### config.mk
export PLATFORM = sky130hd
export DESIGN_NAME = sd_blk_writer
export DESIGN_NICKNAME = d
export VERILOG_FILES = /design/src/rtl/sdw_pkg.sv /design/src/rtl/sdw_crc16.sv /design/src/rtl/sdw_step_ctr.sv /design/src/rtl/sd_blk_writer.sv
export SDC_FILE = /design/constraint.sdc
export NUM_CORES = 1
export LEC_CHECK = 0
export CAP_MARGIN = 30
export CELL_PAD_IN_SITES_DETAIL_PLACEMENT = 1
export CELL_PAD_IN_SITES_GLOBAL_PLACEMENT = 1
export CORE_UTILIZATION = 44
export DETAILED_ROUTE_END_ITERATION = 7
export DONT_BUFFER_PORTS = 1
export HOLD_SLACK_MARGIN = 0.03
export PLACE_DENSITY = 0.76
export SETUP_SLACK_MARGIN = 0.1
export SYNTH_ARGS = -nofsm -noshare
export SYNTH_HDL_FRONTEND = slang
export SYNTH_SLANG_ARGS = --single-unit
### constraint.sdc
create_clock -name clk -period 2.4 [get_ports clk]
set_input_delay 0.12 -clock clk [delete_from_list [all_inputs] [get_ports clk]]
set_output_delay 0.12 -clock clk [all_outputs]
set_load 0.01 [all_outputs]
### src/rtl/sdw_pkg.sv
package sdw_pkg;

  typedef enum logic [1:0] {
    ST_OK     = 2'd0,
    ST_CRCREJ = 2'd1,
    ST_WRREJ  = 2'd2,
    ST_TMO    = 2'd3
  } wr_status_e;

  typedef enum logic [3:0] {
    S_IDLE, S_PRE, S_TOK, S_PAY, S_CHI, S_CLO,
    S_RSP, S_BSY, S_SPRE, S_STOK, S_FIN
  } wr_state_e;

  localparam logic [7:0] BYTE_FILL   = 8'hFF;
  localparam logic [7:0] TOK_SINGLE  = 8'hFE;
  localparam logic [7:0] TOK_MULTI   = 8'hFC;
  localparam logic [7:0] TOK_STOP    = 8'hFD;
  localparam logic [4:0] RESP_ACCEPT = 5'h05;
  localparam logic [4:0] RESP_WRERR  = 5'h0D;

  // one byte through CRC16, polynomial 0x1021, MSB first
  function automatic logic [15:0] crc16_step(input logic [15:0] c, input logic [7:0] d);
    logic [15:0] r;
    logic fb;
    r = c;
    for (int i = 7; i >= 0; i--) begin
      fb = r[15] ^ d[i];
      r  = {r[14:0], 1'b0} ^ (fb ? 16'h1021 : 16'h0000);
    end
    return r;
  endfunction

endpackage

### src/rtl/sdw_crc16.sv
module sdw_crc16 (
  input  logic        clk,
  input  logic        rst_n,
  input  logic        clr,
  input  logic        en,
  input  logic [7:0]  din,
  output logic [15:0] crc
);
  import sdw_pkg::*;

  logic [15:0] crc_q, crc_n;
  logic        crc_ce;

  assign crc_ce = clr | en;

  always_comb begin
    crc_n = crc_q;
    if (clr)     crc_n = 16'h0000;
    else if (en) crc_n = crc16_step(crc_q, din);
  end

  always_ff @(posedge clk or negedge rst_n) begin
    if (!rst_n)      crc_q <= 16'h0000;
    else if (crc_ce) crc_q <= crc_n;
  end

  assign crc = crc_q;
endmodule

### src/rtl/sdw_step_ctr.sv
module sdw_step_ctr #(
  parameter int LIMIT = 8
) (
  input  logic clk,
  input  logic rst_n,
  input  logic clr,
  input  logic inc,
  output logic first,
  output logic last
);
  localparam int W = (LIMIT > 2) ? $clog2(LIMIT) : 1;
  localparam logic [W-1:0] LAST_V = W'(LIMIT - 1);

  logic [W-1:0] cnt_q, cnt_n;
  logic         cnt_ce;

  assign cnt_ce = clr | inc;

  always_comb begin
    cnt_n = cnt_q;
    if (clr)      cnt_n = '0;
    else if (inc) cnt_n = cnt_q + W'(1);
  end

  always_ff @(posedge clk or negedge rst_n) begin
    if (!rst_n)      cnt_q <= '0;
    else if (cnt_ce) cnt_q <= cnt_n;
  end

  assign first = (cnt_q == '0);
  assign last  = (cnt_q == LAST_V);
endmodule

### src/rtl/sd_blk_writer.sv
module sd_blk_writer #(
  parameter int CNT_W      = 16,
  parameter int SIZE_W     = 12,
  parameter int RESP_TRIES = 8,
  parameter int POLL_LIMIT = 3000000
) (
  input  logic              clk,
  input  logic              rst_n,
  input  logic              start,
  input  logic [CNT_W-1:0]  blk_count,
  input  logic [SIZE_W-1:0] blk_size,
  input  logic              multi,
  input  logic [7:0]        in_data,
  input  logic              in_valid,
  output logic              in_ready,
  output logic              bx_req,
  output logic [7:0]        bx_tx,
  input  logic              bx_ack,
  input  logic [7:0]        bx_rx,
  output logic              done,
  output logic [1:0]        status
);
  import sdw_pkg::*;

  wr_state_e         state_q, state_n;
  logic              req_q, req_n;
  logic [7:0]        tx_q, tx_n;
  logic [CNT_W-1:0]  blk_left_q, blk_left_n;
  logic [SIZE_W-1:0] size_q, size_n, byte_left_q, byte_left_n;
  logic              multi_q, multi_n, stop_q, stop_n, done_q, done_n;
  wr_status_e        status_q, status_n;

  logic        crc_clr, crc_en;
  logic [15:0] crc_val;
  logic        rsp_clr, rsp_inc, rsp_first, rsp_last;
  logic        pol_clr, pol_inc, pol_first, pol_last;
  logic        issue, ack_hit, take;
  logic [7:0]  send_byte;
  logic [4:0]  rsp_code;

  sdw_crc16 u_crc (
    .clk(clk), .rst_n(rst_n), .clr(crc_clr), .en(crc_en), .din(in_data), .crc(crc_val)
  );

  sdw_step_ctr #(.LIMIT(RESP_TRIES)) u_rsp_ctr (
    .clk(clk), .rst_n(rst_n), .clr(rsp_clr), .inc(rsp_inc),
    .first(rsp_first), .last(rsp_last)
  );

  sdw_step_ctr #(.LIMIT(POLL_LIMIT)) u_poll_ctr (
    .clk(clk), .rst_n(rst_n), .clr(pol_clr), .inc(pol_inc),
    .first(pol_first), .last(pol_last)
  );

  assign in_ready = (state_q == S_PAY) && !req_q;
  assign take     = in_ready && in_valid;
  assign ack_hit  = req_q && bx_ack;
  assign rsp_code = bx_rx[4:0];

  always_comb begin
    state_n     = state_q;
    req_n       = req_q;
    tx_n        = tx_q;
    blk_left_n  = blk_left_q;
    size_n      = size_q;
    byte_left_n = byte_left_q;
    multi_n     = multi_q;
    stop_n      = stop_q;
    status_n    = status_q;
    done_n      = 1'b0;
    crc_clr     = 1'b0;
    crc_en      = 1'b0;
    rsp_clr     = 1'b0;
    rsp_inc     = 1'b0;
    pol_clr     = 1'b0;
    pol_inc     = 1'b0;
    issue       = 1'b0;
    send_byte   = BYTE_FILL;

    case (state_q)
      S_IDLE: begin
        if (start) begin
          multi_n    = multi;
          size_n     = blk_size;
          blk_left_n = blk_count;
          status_n   = ST_OK;
          stop_n     = 1'b0;
          if (blk_count != '0) state_n = S_PRE;
          else if (multi)      state_n = S_SPRE;
          else                 state_n = S_FIN;
        end
      end
      S_PRE: begin
        issue = 1'b1;
        if (ack_hit) begin
          crc_clr = 1'b1;
          state_n = S_TOK;
        end
      end
      S_TOK: begin
        issue     = 1'b1;
        send_byte = multi_q ? TOK_MULTI : TOK_SINGLE;
        if (ack_hit) begin
          byte_left_n = size_q;
          state_n     = S_PAY;
        end
      end
      S_PAY: begin
        if (take) begin
          req_n  = 1'b1;
          tx_n   = in_data;
          crc_en = 1'b1;
        end
        if (ack_hit) begin
          byte_left_n = byte_left_q - SIZE_W'(1);
          if (byte_left_q == SIZE_W'(1)) state_n = S_CHI;
        end
      end
      S_CHI: begin
        issue     = 1'b1;
        send_byte = crc_val[15:8];
        if (ack_hit) state_n = S_CLO;
      end
      S_CLO: begin
        issue     = 1'b1;
        send_byte = crc_val[7:0];
        if (ack_hit) begin
          rsp_clr = 1'b1;
          state_n = S_RSP;
        end
      end
      S_RSP: begin
        issue = 1'b1;
        if (ack_hit) begin
          rsp_inc = 1'b1;
          if (!bx_rx[4] || rsp_last) begin
            if (rsp_code == RESP_ACCEPT) begin
              pol_clr = 1'b1;
              state_n = S_BSY;
            end else begin
              status_n = (rsp_code == RESP_WRERR) ? ST_WRREJ : ST_CRCREJ;
              state_n  = S_FIN;
            end
          end
        end
      end
      S_BSY: begin
        issue = 1'b1;
        if (ack_hit) begin
          pol_inc = 1'b1;
          if (!pol_first && bx_rx == BYTE_FILL) begin
            if (stop_q) begin
              state_n = S_FIN;
            end else begin
              blk_left_n = blk_left_q - CNT_W'(1);
              if (blk_left_q != CNT_W'(1)) state_n = S_PRE;
              else if (multi_q)            state_n = S_SPRE;
              else                         state_n = S_FIN;
            end
          end else if (pol_last) begin
            status_n = ST_TMO;
            state_n  = S_FIN;
          end
        end
      end
      S_SPRE: begin
        issue = 1'b1;
        if (ack_hit) state_n = S_STOK;
      end
      S_STOK: begin
        issue     = 1'b1;
        send_byte = TOK_STOP;
        if (ack_hit) begin
          stop_n  = 1'b1;
          pol_clr = 1'b1;
          state_n = S_BSY;
        end
      end
      S_FIN: begin
        done_n  = 1'b1;
        stop_n  = 1'b0;
        state_n = S_IDLE;
      end
      default: state_n = S_IDLE;
    endcase

    if (ack_hit) req_n = 1'b0;
    else if (issue && !req_q) begin
      req_n = 1'b1;
      tx_n  = send_byte;
    end
  end

  always_ff @(posedge clk or negedge rst_n) begin
    if (!rst_n) begin
      state_q     <= S_IDLE;
      req_q       <= 1'b0;
      tx_q        <= 8'h00;
      blk_left_q  <= '0;
      size_q      <= '0;
      byte_left_q <= '0;
      multi_q     <= 1'b0;
      stop_q      <= 1'b0;
      status_q    <= ST_OK;
      done_q      <= 1'b0;
    end else begin
      state_q     <= state_n;
      req_q       <= req_n;
      tx_q        <= tx_n;
      blk_left_q  <= blk_left_n;
      size_q      <= size_n;
      byte_left_q <= byte_left_n;
      multi_q     <= multi_n;
      stop_q      <= stop_n;
      status_q    <= status_n;
      done_q      <= done_n;
    end
  end

  assign bx_req = req_q;
  assign bx_tx  = tx_q;
  assign done   = done_q;
  assign status = status_q;

  // an outstanding byte is held unchanged until acknowledged
  assert_req_hold_R11: assert property (@(posedge clk) disable iff (!rst_n)
    (req_q && !bx_ack) |=> (req_q && $stable(tx_q)));

  // an accepted payload byte is the next byte put on the link
  assert_payload_forward_R11: assert property (@(posedge clk) disable iff (!rst_n)
    (in_valid && in_ready) |=> (bx_req && bx_tx == $past(in_data)));

  // the stop token is only reached by a clean multi-block run
  assert_stop_clean_R8: assert property (@(posedge clk) disable iff (!rst_n)
    (state_q == S_STOK) |-> (multi_q && status_q == ST_OK));

  // done lasts one cycle and no byte is outstanding with it
  assert_done_pulse_R9: assert property (@(posedge clk) disable iff (!rst_n)
    done_q |=> !done_q);

  assert_done_quiet_R9: assert property (@(posedge clk) disable iff (!rst_n)
    done_q |-> !req_q);
endmodule

==> results.txt <==
For met1 alone, demand over resource in global routing was 31.2%. Among cell families on the critical path, the largest total delay comes from simple AND/OR/NAND/NOR gates. The number of global-route vias before repair came out at 5492.

The critical path required time came out at 2.63 ns. The most numerous cell type found on the critical path is or3_4. When the netlist entered floorplanning its net count stood at 689. The longest clock path from root to sink contains 2 buffers. Setup repair after global routing could not meet its margin everywhere. For this run, the total global-route usage over all layers was measured as 26.3%. The layer with the highest usage is met2.

Clock tree synthesis selected as its root buffer the cell clkbuf_16. The final critical-path required period is 2.29 ns. The async set-or-reset flop fraction in the synthesized netlist came out at 100%.

The power per cell area came out at 1200 mW/mm2. The count of cell types in the netlist is 67. The later pin in the worst-skew pair is clocked with a latency of 0.36 ns.

The final-report hold violation count came to 99. The largest single stage delay on the critical path is 0.44 ns. Total power for the finished layout comes to between 8 and 9 mW. In this run, the number of DRC markers left after iteration 0 of detailed routing was between 200 and 300. Clock-pin slew was measured on the worst setup and hold paths at approximately 0.070 ns. The checks that failed: hold timing.

The relative slew slack came out at 51.7%. The number of cell rows is 41. The summed negative setup slack over all endpoints is 0 ns. Static timing analysis puts the maximum clock frequency at 436 MHz. The synthesis-to-layout area growth came out at 22.9%. The number of antenna-violating nets in the routed design is 0.

The synthesized area divided by synthesized cell count came out at between 8 and 9 um2. STA classifies the critical path startpoint as a flop. For met3 alone, demand over resource in global routing was 5.75%. CTS built an H-tree with a depth of 3. The maximum fanout along the worst path came out at 5. The final max-slew violation count is 0. Across the run, the number of max-cap violations was 0.

Counting the buffers created by CTS gives 9. Among all stages on the critical path, the largest delay is contributed by or4_4. The aggregate routed wire length came out at 16.5 mm.

The run finished, with violations left. The switching fraction of total power came out at 40.9%. The wire-length estimate of the detail-placed layout is 11.2 mm. The data arrival time of the critical path is 2.52 ns. The global-route congestion overflow total came out at 0. Per report_power, the clock group accounts for 18.3% of the total. The count of yosys warnings during synthesis is 0. The weighted congestion at the end of routability-driven global placement is 0.853. Setup violations remaining at the end of the flow were counted as 0. The number of antenna violations at the first check in global routing came out at 1. The overall die area is 0.0133 mm2.

Sequential cells account for 36.2% of the total power. In the final layout, the share of cells above drive strength 1 is 16.2%. The average wire per standard cell is 18.9 um. The pin slew with the least headroom to its limit is 0.717 ns. The largest net degree at the start of global routing is 100. At the end of the flow, the number of nets in the layout was between 700 and 800. The tree built by TritonCTS fans out to 99 sinks. The total standard cell area after synthesis is roughly 0.0057 mm2. The count of buffers from port buffering came out at 0. The critical path in this run is classified as reg -> reg. The maximum clock skew at final layout is just under 0.009 ns.

The analysis attributes to net switching a power of between 3 and 4 mW. The average via count per standard cell came out at 5.86. The effective utilization at floorplan is 45.1%. For this run, the leading register cell type out of synthesis is dfrtp_1. The post-cts hold buffer count is 36. The detailed-router iteration count before antenna repair is 5. The synthesized flop and latch total came out at 99. The final period utilization is a little over nine tenths.

The analysis attributes to cell leakage a power of 2.87 nW. The met2 capacity usage during global routing is 46.8%. Counting every instance in the synthesized netlist gives 631. The area of the core came out at 0.0126 mm2. The highest ir drop seen on vdd came out at around 0.58 mV. The die extent in x came out at 116 um. The signal on the critical path passes through or3_4, or3_4, or4_4, or4_1, o21ai_1, a21oi_1. The total via count in the routed design is between 5000 and 6000. The number of enable flip-flop cells after synthesis came out at 0. Combinational logic is responsible for 45.5% of the overall power. The final worst hold slack is -0.550 ns. The total buffers and inverters traversed by the critical path came out at 0.

The worst hold path belongs to the class in -> async. The first global-routing pass estimated 27.1 mm of wire. After detailed routing, the number of remaining DRC violations is 0. The I/O pin total came out at 63. The share of the Yosys chip area taken by registers is a little over two fifths. Internal power comes to between 4 and 5 mW.

The floorplan die height came out at 116 um. The worst setup path is captured at a flop. TritonCTS built the clock tree.
-- metrics by stage --
step	hold WS [ns]	utilization, %	instance area (um2)	instances	worst slack, ns
2_1_floorplan	-0.176	-	5670	631	0.120
3_3_place_gp	-0.173	48.4	6080	813	0.121
3_5_place_dp	-0.173	48.4	6080	813	0.0128
4_1_cts	-0.556	53.9	6780	866	0.0584
5_1_grt	-0.567	55.4	6970	876	0.000665
6_report	-0.550	55.4	6970	876	0.108
-- logic make-up after synthesis --
logic type	share of synthesized area (%)
and+or+nand+nor	21.8
xor gates and xnor gates	6.95
DFF	43.7
muxes	4.41
adders and majority gates	1.76
buffers and inverters	3.53
AOI/OAI and AO/OA	17.9
-- worst reg2reg max path, stage by stage (launching register included) --
cell     delay (ns)
dfrtp_1        0.42
or3_4          0.38
or3_4          0.35
or4_4          0.44
or4_1          0.40
o21ai_1        0.09
a21oi_1        0.08
-- metal layers --
layer	part of all wire, %	vias to the layer above
li1	-	2422
met1	43	2573
met2	51	103
met3	3.7	34
met4	2.5	0
met5	0	-
-- synth_stat cells, drive strengths merged (3+ instances only) --
cell	number	area share [%]
a2111oi	3	0.90
a21oi	49	4.3
a22o	5	0.77
a2bb2oi	3	0.46
a31oi	7	0.77
a32oi	7	1.1
and2	3	0.33
and3	7	0.77
and4	4	0.62
buf	8	0.75
clkbuf	22	1.5
dfrtp	99	44
ha	8	1.8
inv	19	1.3
mux2	16	3.2
mux2i	7	1.2
nand2	67	4.4
nand2b	4	0.44
nand3	23	2.0
nand4	6	0.66
nor2	56	3.7
nor2b	3	0.33
nor3	24	2.1
nor4	17	1.9
nor4b	4	0.62
o211ai	3	0.40
o21a	3	0.40
o21ai	52	4.6
o22a	4	0.62
o22ai	6	0.66
or3	10	1.3
or4	4	0.60
xnor2	25	3.9
xor2	20	3.1
-- sequential cells by signal (all words and copies together), names as in the netlist --
register	count
blk_left_q	16
bx_req	1
bx_tx	8
byte_left_q	12
done	1
multi_q	1
size_q	12
state_q	4
status	2
stop_q	1
u_crc.crc	16
u_poll_ctr.cnt_q	22
u_rsp_ctr.cnt_q	3
-- power by group through the flow --
stage | sequential (mW) | combinational (mW) | clock, mW
after CTS | 2.99 | 3.60 | 1.55
after floorplan | 2.80 | 2.49 | 0
after detailed placement | 3.01 | 3.48 | 0
final | 3.02 | 3.79 | 1.52
after global placement | 2.97 | 3.27 | 0
after global routing | 3.12 | 4.19 | 1.61
-- cell usage in the layout (no fill, tap or decap), types with 20 or more instances in the layout --
cell type and n:
nand2_1 67, dlygate4sd3_1 36, o21ai_0 48, dfrtp_1 97
buf_4 50, xnor2_1 25, nand3_1 23, nor2_1 55
a21oi_1 48, xor2_1 20
-- final timing paths --
path	end	from	slack (ns)	cells after the start
min in group clk	state_q[3]	bx_ack	0.07	3
worst max register to register	byte_left_q[9]	byte_left_q[2]	0.11	6
worst max-delay path	byte_left_q[9]	byte_left_q[2]	0.11	6
worst min register to register	size_q[5]	size_q[5]	0.51	1
max in group asynchronous	state_q[1]	rst_n	2.82	0
worst min-delay path	byte_left_q[10]	rst_n	-0.55	0
-- layout make-up --
type                       instances  area, um2
fill                            1440       5600
multi-input combinational        482       3140
sequential                        99       2480
timing repair buffer              87        756
clock buffer                      12        256
tap                              172        215
inverter                          20       75.1
clock inverter                     3       47.5
antenna                            1       2.50
-- what timing repair did --
item                                   4_1_cts  5_1_grt
endpoints found under the hold margin      134       99
setup endpoints to repair                    6       31
gates resized for setup                      9       23
pin swaps                                    2       11
buffers inserted                             2        9
No activity file was read; power rests on OpenSTA's default activity.
